[src/rtl/mbox_pkg.sv]
package mbox_pkg;

    // State of the read-window tracker
    typedef struct packed {
        logic rd_q;    // read window was open last cycle
        logic hold_q;  // a write landed inside the open window
    } win_state_t;

    // State of the pending-flag logic
    typedef struct packed {
        logic pend_q;
    } pend_state_t;

endpackage

[src/rtl/mbox_window_track.sv]
module mbox_window_track
    import mbox_pkg::*;
(
    input  logic clk,
    input  logic rst_n,
    input  logic rd_en,
    input  logic wr_en,
    output logic rd_done,
    output logic held
);

    win_state_t s_d, s_q;

    always_comb begin
        s_d      = s_q;
        s_d.rd_q = rd_en;
        if (rd_en) begin
            s_d.hold_q = s_q.hold_q | wr_en;
        end else begin
            s_d.hold_q = 1'b0;
        end
    end

    always_ff @(posedge clk or negedge rst_n) begin
        if (!rst_n) begin
            s_q <= '0;
        end else begin
            s_q <= s_d;
        end
    end

    assign rd_done = s_q.rd_q & ~rd_en;
    assign held    = s_q.hold_q;

    // A held write can only exist while a read window was open
    assert_hold_in_window_R4: assert property (@(posedge clk) disable iff (!rst_n)
        held |-> s_q.rd_q);

endmodule

[src/rtl/mbox_stage_regs.sv]
module mbox_stage_regs #(
    parameter int WIDTH = 8
) (
    input  logic             clk,
    input  logic             rst_n,
    input  logic             wr_en,
    input  logic [WIDTH-1:0] wr_data,
    input  logic             rd_en,
    input  logic             rd_done,
    input  logic             held,
    output logic [WIDTH-1:0] slave_val
);

    typedef struct packed {
        logic [WIDTH-1:0] master_q;
        logic [WIDTH-1:0] slave_q;
    } stage_t;

    stage_t s_d, s_q;

    always_comb begin
        s_d = s_q;
        if (wr_en) begin
            s_d.master_q = wr_data;
        end
        if (wr_en && !rd_en) begin
            s_d.slave_q = wr_data;
        end else if (rd_done && held) begin
            s_d.slave_q = s_q.master_q;
        end
    end

    always_ff @(posedge clk or negedge rst_n) begin
        if (!rst_n) begin
            s_q <= '0;
        end else begin
            s_q <= s_d;
        end
    end

    assign slave_val = s_q.slave_q;

    assert_slave_frozen_R3: assert property (@(posedge clk) disable iff (!rst_n)
        rd_en |=> $stable(s_q.slave_q));

    assert_direct_write_R2: assert property (@(posedge clk) disable iff (!rst_n)
        (wr_en && !rd_en) |=> (s_q.slave_q == $past(wr_data)));

    assert_last_write_wins_R5: assert property (@(posedge clk) disable iff (!rst_n)
        wr_en |=> (s_q.master_q == $past(wr_data)));

    assert_release_R4: assert property (@(posedge clk) disable iff (!rst_n)
        (rd_done && held && !wr_en) |=> (s_q.slave_q == $past(s_q.master_q)));

endmodule

[src/rtl/mbox_pending.sv]
module mbox_pending
    import mbox_pkg::*;
(
    input  logic clk,
    input  logic rst_n,
    input  logic wr_en,
    input  logic rd_done,
    input  logic held,
    input  logic irq_en,
    output logic pend,
    output logic irq
);

    pend_state_t s_d, s_q;

    always_comb begin
        s_d = s_q;
        if (wr_en) begin
            s_d.pend_q = 1'b1;
        end else if (rd_done && !held) begin
            s_d.pend_q = 1'b0;
        end
    end

    always_ff @(posedge clk or negedge rst_n) begin
        if (!rst_n) begin
            s_q <= '0;
        end else begin
            s_q <= s_d;
        end
    end

    assign pend = s_q.pend_q;
    assign irq  = s_q.pend_q & irq_en;

    assert_write_sets_R2: assert property (@(posedge clk) disable iff (!rst_n)
        wr_en |=> s_q.pend_q);

    assert_clean_read_clears_R6: assert property (@(posedge clk) disable iff (!rst_n)
        (rd_done && !held && !wr_en) |=> !s_q.pend_q);

    assert_collided_read_keeps_R7: assert property (@(posedge clk) disable iff (!rst_n)
        (rd_done && held) |=> s_q.pend_q);

    assert_irq_masked_R9: assert property (@(posedge clk) disable iff (!rst_n)
        !irq_en |-> !irq);

endmodule

[src/rtl/mbox_reg.sv]
module mbox_reg #(
    parameter int WIDTH = 8
) (
    input  logic             clk,
    input  logic             rst_n,
    input  logic             wr_en,
    input  logic [WIDTH-1:0] wr_data,
    input  logic             rd_en,
    input  logic             irq_en,
    output logic [WIDTH-1:0] rd_data,
    output logic             pending,
    output logic             irq
);

    logic rd_done;
    logic held;

    mbox_window_track u_win (
        .clk     (clk),
        .rst_n   (rst_n),
        .rd_en   (rd_en),
        .wr_en   (wr_en),
        .rd_done (rd_done),
        .held    (held)
    );

    mbox_stage_regs #(.WIDTH(WIDTH)) u_stage (
        .clk       (clk),
        .rst_n     (rst_n),
        .wr_en     (wr_en),
        .wr_data   (wr_data),
        .rd_en     (rd_en),
        .rd_done   (rd_done),
        .held      (held),
        .slave_val (rd_data)
    );

    mbox_pending u_pend (
        .clk     (clk),
        .rst_n   (rst_n),
        .wr_en   (wr_en),
        .rd_done (rd_done),
        .held    (held),
        .irq_en  (irq_en),
        .pend    (pending),
        .irq     (irq)
    );

    // A direct write in the closing cycle must reach the output
    assert_close_write_R8: assert property (@(posedge clk) disable iff (!rst_n)
        (rd_done && wr_en) |=> (pending && rd_data == $past(wr_data)));

endmodule

[config.mk]
export PLATFORM = sky130hd
export DESIGN_NAME = mbox_reg
export DESIGN_NICKNAME = d
export VERILOG_FILES = /design/src/rtl/mbox_pkg.sv /design/src/rtl/mbox_window_track.sv /design/src/rtl/mbox_stage_regs.sv /design/src/rtl/mbox_pending.sv /design/src/rtl/mbox_reg.sv
export SDC_FILE = /design/constraint.sdc
export NUM_CORES = 1
export LEC_CHECK = 0
export ABC_AREA = 1
export BUFFER_PORTS_ARGS = -buffer_cell sky130_fd_sc_hd__buf_4
export CORE_MARGIN = 2
export CORE_UTILIZATION = 46
export DETAILED_ROUTE_END_ITERATION = 12
export GPL_ROUTABILITY_DRIVEN = 0
export PLACE_DENSITY = 0.74
export SYNTH_ARGS = -nofsm -noshare
export SYNTH_HDL_FRONTEND = slang
export SYNTH_SLANG_ARGS = --single-unit
[constraint.sdc]
create_clock -name clk -period 0.9 [get_ports clk]
set_input_delay 0.09 -clock clk [delete_from_list [all_inputs] [get_ports clk]]
set_output_delay 0.09 -clock clk [all_outputs]
set_load 0.01 [all_outputs]
Yosys cells after proc, flatten, opt, wreduce, memory -nomap -nowiden

Index checks and enable logic that the tools add are counted.

Register bits: 19
Input port bits: 13
Latch bits: 0
Output and inout port bits: 10
Word-level logic and storage cells: 21
Memories: 0
Memory bits (writable): 0
Bits in read-only memories: 0

Add/sub/neg operators: 0
$lt $le $gt $ge: 0
Shift operators: 0
Equal/unequal tests: 0
Muxes and demuxes: 5
Multipliers: 0
Divide/modulo/power cells: 0
Bitwise logic cells: 4
Reductions and logical operators: 7

Operator list:

| cell                | count |
|---|---|
| $mux W8             | 2 |
| $reduce_bool A2 Y1  | 2 |
| $logic_and A1 B1 Y1 | 3 |
| $mux W1             | 3 |
| $and A1 B1 Y1       | 2 |
| $logic_not A1 Y1    | 2 |
| $not A1 Y1          | 1 |
| $or A1 B1 Y1        | 1 |

Logic depth before layout (Yosys ltp)

Depth after elaboration: 5
Gate-level depth with buffers: 7
Gate-level depth less buffers: 6

By module

From an unflattened synthesis, not the netlist that was laid out.

Cells, all modules: 118
Area total of the unflattened synthesis: 918.4 um2

Modules (own cells, without submodules):

| module            | cells an instance | area each (um2) | seq. area each (um2) | instances |
|---|---|---|---|---|
| mbox_stage_regs   | 103               | 798.3           | 400.4                | 1 |
| mbox_window_track | 7                 | 68.8            | 50.0                 | 1 |
| mbox_pending      | 8                 | 51.3            | 25.0                 | 1 |

Worst setup path before layout

Ideal clock, no wire load.

Path type: register to register
From: reg u_win.s_q (netlist bit u_win.held)
To: reg u_stage.s_q (netlist bit u_stage.slave_val[0])
Required time: 0.783 ns
Library setup time: 0.117 ns
Cell stages (with the launch flop): 5
Period minus slack after synthesis: 0.842 ns
Arrival: 0.725 ns
Path slack: 0.058 ns
Buffers on the path: 0
Cells stage by stage: dfrtp_1 nand3_2 nand2_4 nand2_1 nand2_1

Cells in the longest elaborated chain, start to end: 2

Ends and longest elaborated chain:

| what                         | RTL line                | RTL |
|---|---|---|
| start, declared              | mbox_window_track.sv:12 | `win_state_t s_d, s_q;` |
| start signal, assigned       | mbox_window_track.sv:26 | `s_q <= '0;` |
| start signal, assigned       | mbox_window_track.sv:28 | `s_q <= s_d;` |
| $logic_and A1 B1 Y1          | mbox_stage_regs.sv:28   | `end else if (rd_done && held) begin` |
| $reduce_bool A2 Y1 (no line) | --                      |  |
| end signal, assigned         | mbox_stage_regs.sv:35   | `s_q <= '0;` |
| end signal, assigned         | mbox_stage_regs.sv:37   | `s_q <= s_d;` |
| end, declared                | mbox_stage_regs.sv:19   | `stage_t s_d, s_q;` |

No other way between the ends.
A chain may end at the register's enable or synchronous reset.

Worst setup path after layout

From: reg u_pend.s_q, in the netlist u_pend.pend
To: out irq

Cells in the longest elaborated chain, start to end: 1

Ends and longest elaborated chain:

| what                   | RTL line           | RTL |
|---|---|---|
| start, declared        | mbox_pending.sv:14 | `pend_state_t s_d, s_q;` |
| start signal, assigned | mbox_pending.sv:27 | `s_q <= '0;` |
| start signal, assigned | mbox_pending.sv:29 | `s_q <= s_d;` |
| $and A1 B1 Y1          | mbox_pending.sv:34 | `assign irq = s_q.pend_q & irq_en;` |
| end, declared          | mbox_reg.sv:12     | `output logic irq` |

No other way between the ends.

==> summary.md <==
| Metric | Value |
|---|---|
| Largest net degree at the start of global routing | `20` |
| Most common cell after layout, fill and taps aside | `nand2_1` |
| Clk buf depth | `2` |
| Largest area contributor in the netlist | `dfrtp_1` |
| Unrepaired setup endpoints after global routing | `yes` |
| Mapped Cells | `115` |
| Worst-path clk slew | `0.11 ns` |
| Power Density | `1560 nW/µm²` |
| Most frequent cells in the layout | `nand2_1 (49), buf_4 (25), dfrtp_1 (18), nand3_1 (16), nand2_2 (10)` |
| Syn Std Cell Area | `around 950 µm²` |
| Worst Path Required | `0.81 ns` |
| Design area | `1330 µm²` |
| Critical-path top delay cell | `dfrtp_1` |
| R2R Setup Slk | `-0.01 ns` |
| Total track usage | `about 18%` |
| Logic gate share of total power | `29.3%` |
| DRC | `0` |
| WS Path Type | `flip-flop to output port` |
| Die Ht | `49.5 µm` |
| Final worst setup slack | `-0.104 ns` |
| Worst-Skew Late Latency | `between 0.2 and 0.3 ns` |
| FMAX | `about 1000 MHz` |
| DR WL met3 | `62 µm` |
| CP endpoint kind | `output port` |
| Core area | `1960 µm²` |
| WL/cell | `11.0 µm` |
| Min Tclk post-route | `1.00 ns` |
| Die area | `2450 µm²` |
| Tcrit/Tclk final | `112%` |
| Startpoint class of the critical path | `flip-flop` |
| Die Wd | `49.5 µm` |
| Worst Skew | `0.00536 ns` |
| Critical-path cell list | `nand2_1 -> inv_1 -> buf_6` |
| R2R cell count | `4` |
| Max-slew violations | `0` |
| First-pass GRT wire length | `3350 µm` |
| Synth warnings | `0` |
| Crit path DAT | `0.91 ns` |
| Clock power frac | `about a fifth` |
| Initial Util | `48.5%` |
| Least-Margin Pin Slew | `0.247 ns` |
| Post-synthesis sequential area ratio | `50.0%` |
| Hold Path Depth | `3` |
| Met1 WL | `886 µm` |
| Syn Nets | `128` |
| CTS H-tree lvls | `1` |
| Synth cell types | `14` |
| I/O Buffers | `22` |
| Syn Area/Cell | `8.27 µm²` |
| CTS tree | `done` |
| Hold Path Class | `input port to flip-flop` |
| Hold wc startpoint | `wr_data[0]` |
| Failing checks | `negative setup slack` |
| Placed inst area | `1070 µm²` |
| TritonCTS buffer count | `3` |
| R2R Path Start | `u_win.s_q[1]$_DFF_PN0_` |
| CP max FO | `3` |
| Net Switching | `603 µW` |
| Seq pwr share | `49.5%` |
| Synthesis-to-layout area growth | `39.6%` |
| Max-cap violation count | `0` |
| Met2 routed WL | `979 µm` |
| Vias in the first global route | `approximately 800` |
| Top cells by area, synth | `dfrtp_1 (50%), nand2_1 (22%), nand3_1 (8.4%)` |
| Final setup fails | `14` |
| Drt total wl | `approximately 2000 µm` |
| Synth top area share | `50.0%` |
| Hold Path End | `u_stage.s_q[8]$_DFFE_PN0P_` |
| Slowest stage delay, CP | `0.41 ns` |
| Via count | `840` |
| Clock root buffer | `clkbuf_4` |
| Initial antenna violation count | `0` |
| Leak | `0.000710 µW` |
| ANT cells | `0` |
| Setup TNS | `-0.288 ns` |
| Sw frac | `29.2%` |
| GRT overflow | `0` |
| Row cnt | `16` |
| Top Metal Used | `met4` |
| VDD IR max | `0.796 mV` |
| DRT iter0 DRCs | `15` |
| First-pass DRT Iterations | `4` |
| IO Pins | `23` |
| Yosys reg bits | `19` |
| Hold Fails Final Rpt | `0` |
| R2R Path End | `u_stage.slave_val[5]$_DFFE_PN0P_` |
| Clock sinks | `19` |
| Outcome | `complete, but fails checks` |
| Nets | `approximately 160` |
| Hpwl dp | `1310 µm` |
| DR vias/cell | `4.75` |
| Internal power | `roughly 1500 µW` |
| Layout cells sized above 1 | `a little over a third` |
| Final ANT Viol Nets | `0` |
| Slew headroom | `83.5%` |
==> worst max-delay path, delay by kind of cell (launching register included) <==
kind	cells	cell delay, ns
AND/OR/NAND/NOR	1	0.06
buffers and inverters	2	0.15
flip-flops	1	0.41
==> final cells by class <==
class,count,area (µm²)
Fill cell,176,634
Tap cell,27,33.8
Clock buffer,3,22.5
Inverter,3,13.8
Clock inverter,1,5.00
Sequential cell,19,477
Multi-Input combinational cell,82,407
Timing Repair Buffer,42,369
==> Yosys cell counts <==
cell,instances
buf_6,3
dfrtp_1,19
clkinv_1,1
nand2_8,1
o21ai_1,1
inv_4,1
nand2_2,2
buf_4,9
nand2_4,1
nand2_1,57
nor2_1,2
nand3_1,16
inv_1,1
nand3_2,1
==> layer usage <==
metal | vias to the layer above | track usage, %
met3 | 2 | 2.73
li1 | 427 | -
met4 | 0 | 5.56
met2 | 17 | 29.7
met5 | - | 0
met1 | 394 | 23.4
==> power by group through the flow <==
stage / Combinational, µW / Sequential [µW] / Clock (µW)
3_3_place_gp: 411 / 1020 / 0
4_1_cts: 559 / 1020 / 447
5_1_grt: 667 / 1040 / 490
3_5_place_dp: 419 / 1030 / 0
6_report: 605 / 1020 / 436
2_1_floorplan: 311 / 1010 / 0
==> metrics by stage <==
step / setup slack, ns / std cells / util, % / hold WS [ns] / power (µW)
6_report: -0.104 / 177 / 67.7 / 0.00313 / 2060
5_1_grt: -0.161 / 177 / 67.7 / 0.0131 / 2190
4_1_cts: -0.112 / 172 / 63.8 / 0.0000538 / 2020
3_5_place_dp: -0.00508 / 155 / 54.6 / -0.0219 / 1450
3_3_place_gp: 0.0235 / 155 / 54.6 / -0.0259 / 1430
2_1_floorplan: 0.0578 / 115 / - / -0.206 / 1320
==> state kept, by name, summed over array words and instances, names as in the netlist <==
name and flops:
u_pend.pend 1, u_win.held 1, u_stage.s_q 8, u_stage.slave_val 8, u_win.s_q 1
==> kinds of logic (layout without fill, tap and decap cells) <==
logic type	after synthesis	after routing	synth area share, %
AO/OA/AOI/OAI	1	1	0.526
buffers and inverters	15	49	12.1
flip-flops	19	19	50.0
AND/OR/NAND/NOR	80	81	37.4
==> worst max-delay path by stage <==
| stage | startpoint | endpoint | slack [ns] | cells past startpoint |
|---|---|---|---|---|
| global route | u_pend.pend$_DFFE_PN0P_ | irq | -0.16 | 3 |
| finish | u_pend.pend$_DFFE_PN0P_ | irq | -0.10 | 3 |
| global placement | u_win.held$_DFF_PN0_ | u_stage.slave_val[6]$_DFFE_PN0P_ | 0.02 | 4 |
| floorplan | u_win.held$_DFF_PN0_ | u_stage.slave_val[0]$_DFFE_PN0P_ | 0.06 | 4 |
| CTS | u_pend.pend$_DFFE_PN0P_ | irq | -0.11 | 3 |
| detailed placement | u_win.held$_DFF_PN0_ | u_stage.slave_val[5]$_DFFE_PN0P_ | -0.005 | 4 |
==> what timing repair did <==
item,in CTS,in global routing
hold buffers,6,2
endpoints found under the setup margin,18,19
pin swaps,1,10
gates resized for setup,10,10
endpoints found under the hold margin,24,2
gates cloned,0,1
setup buffers,7,2
No activity file was read; power rests on OpenSTA's default activity.
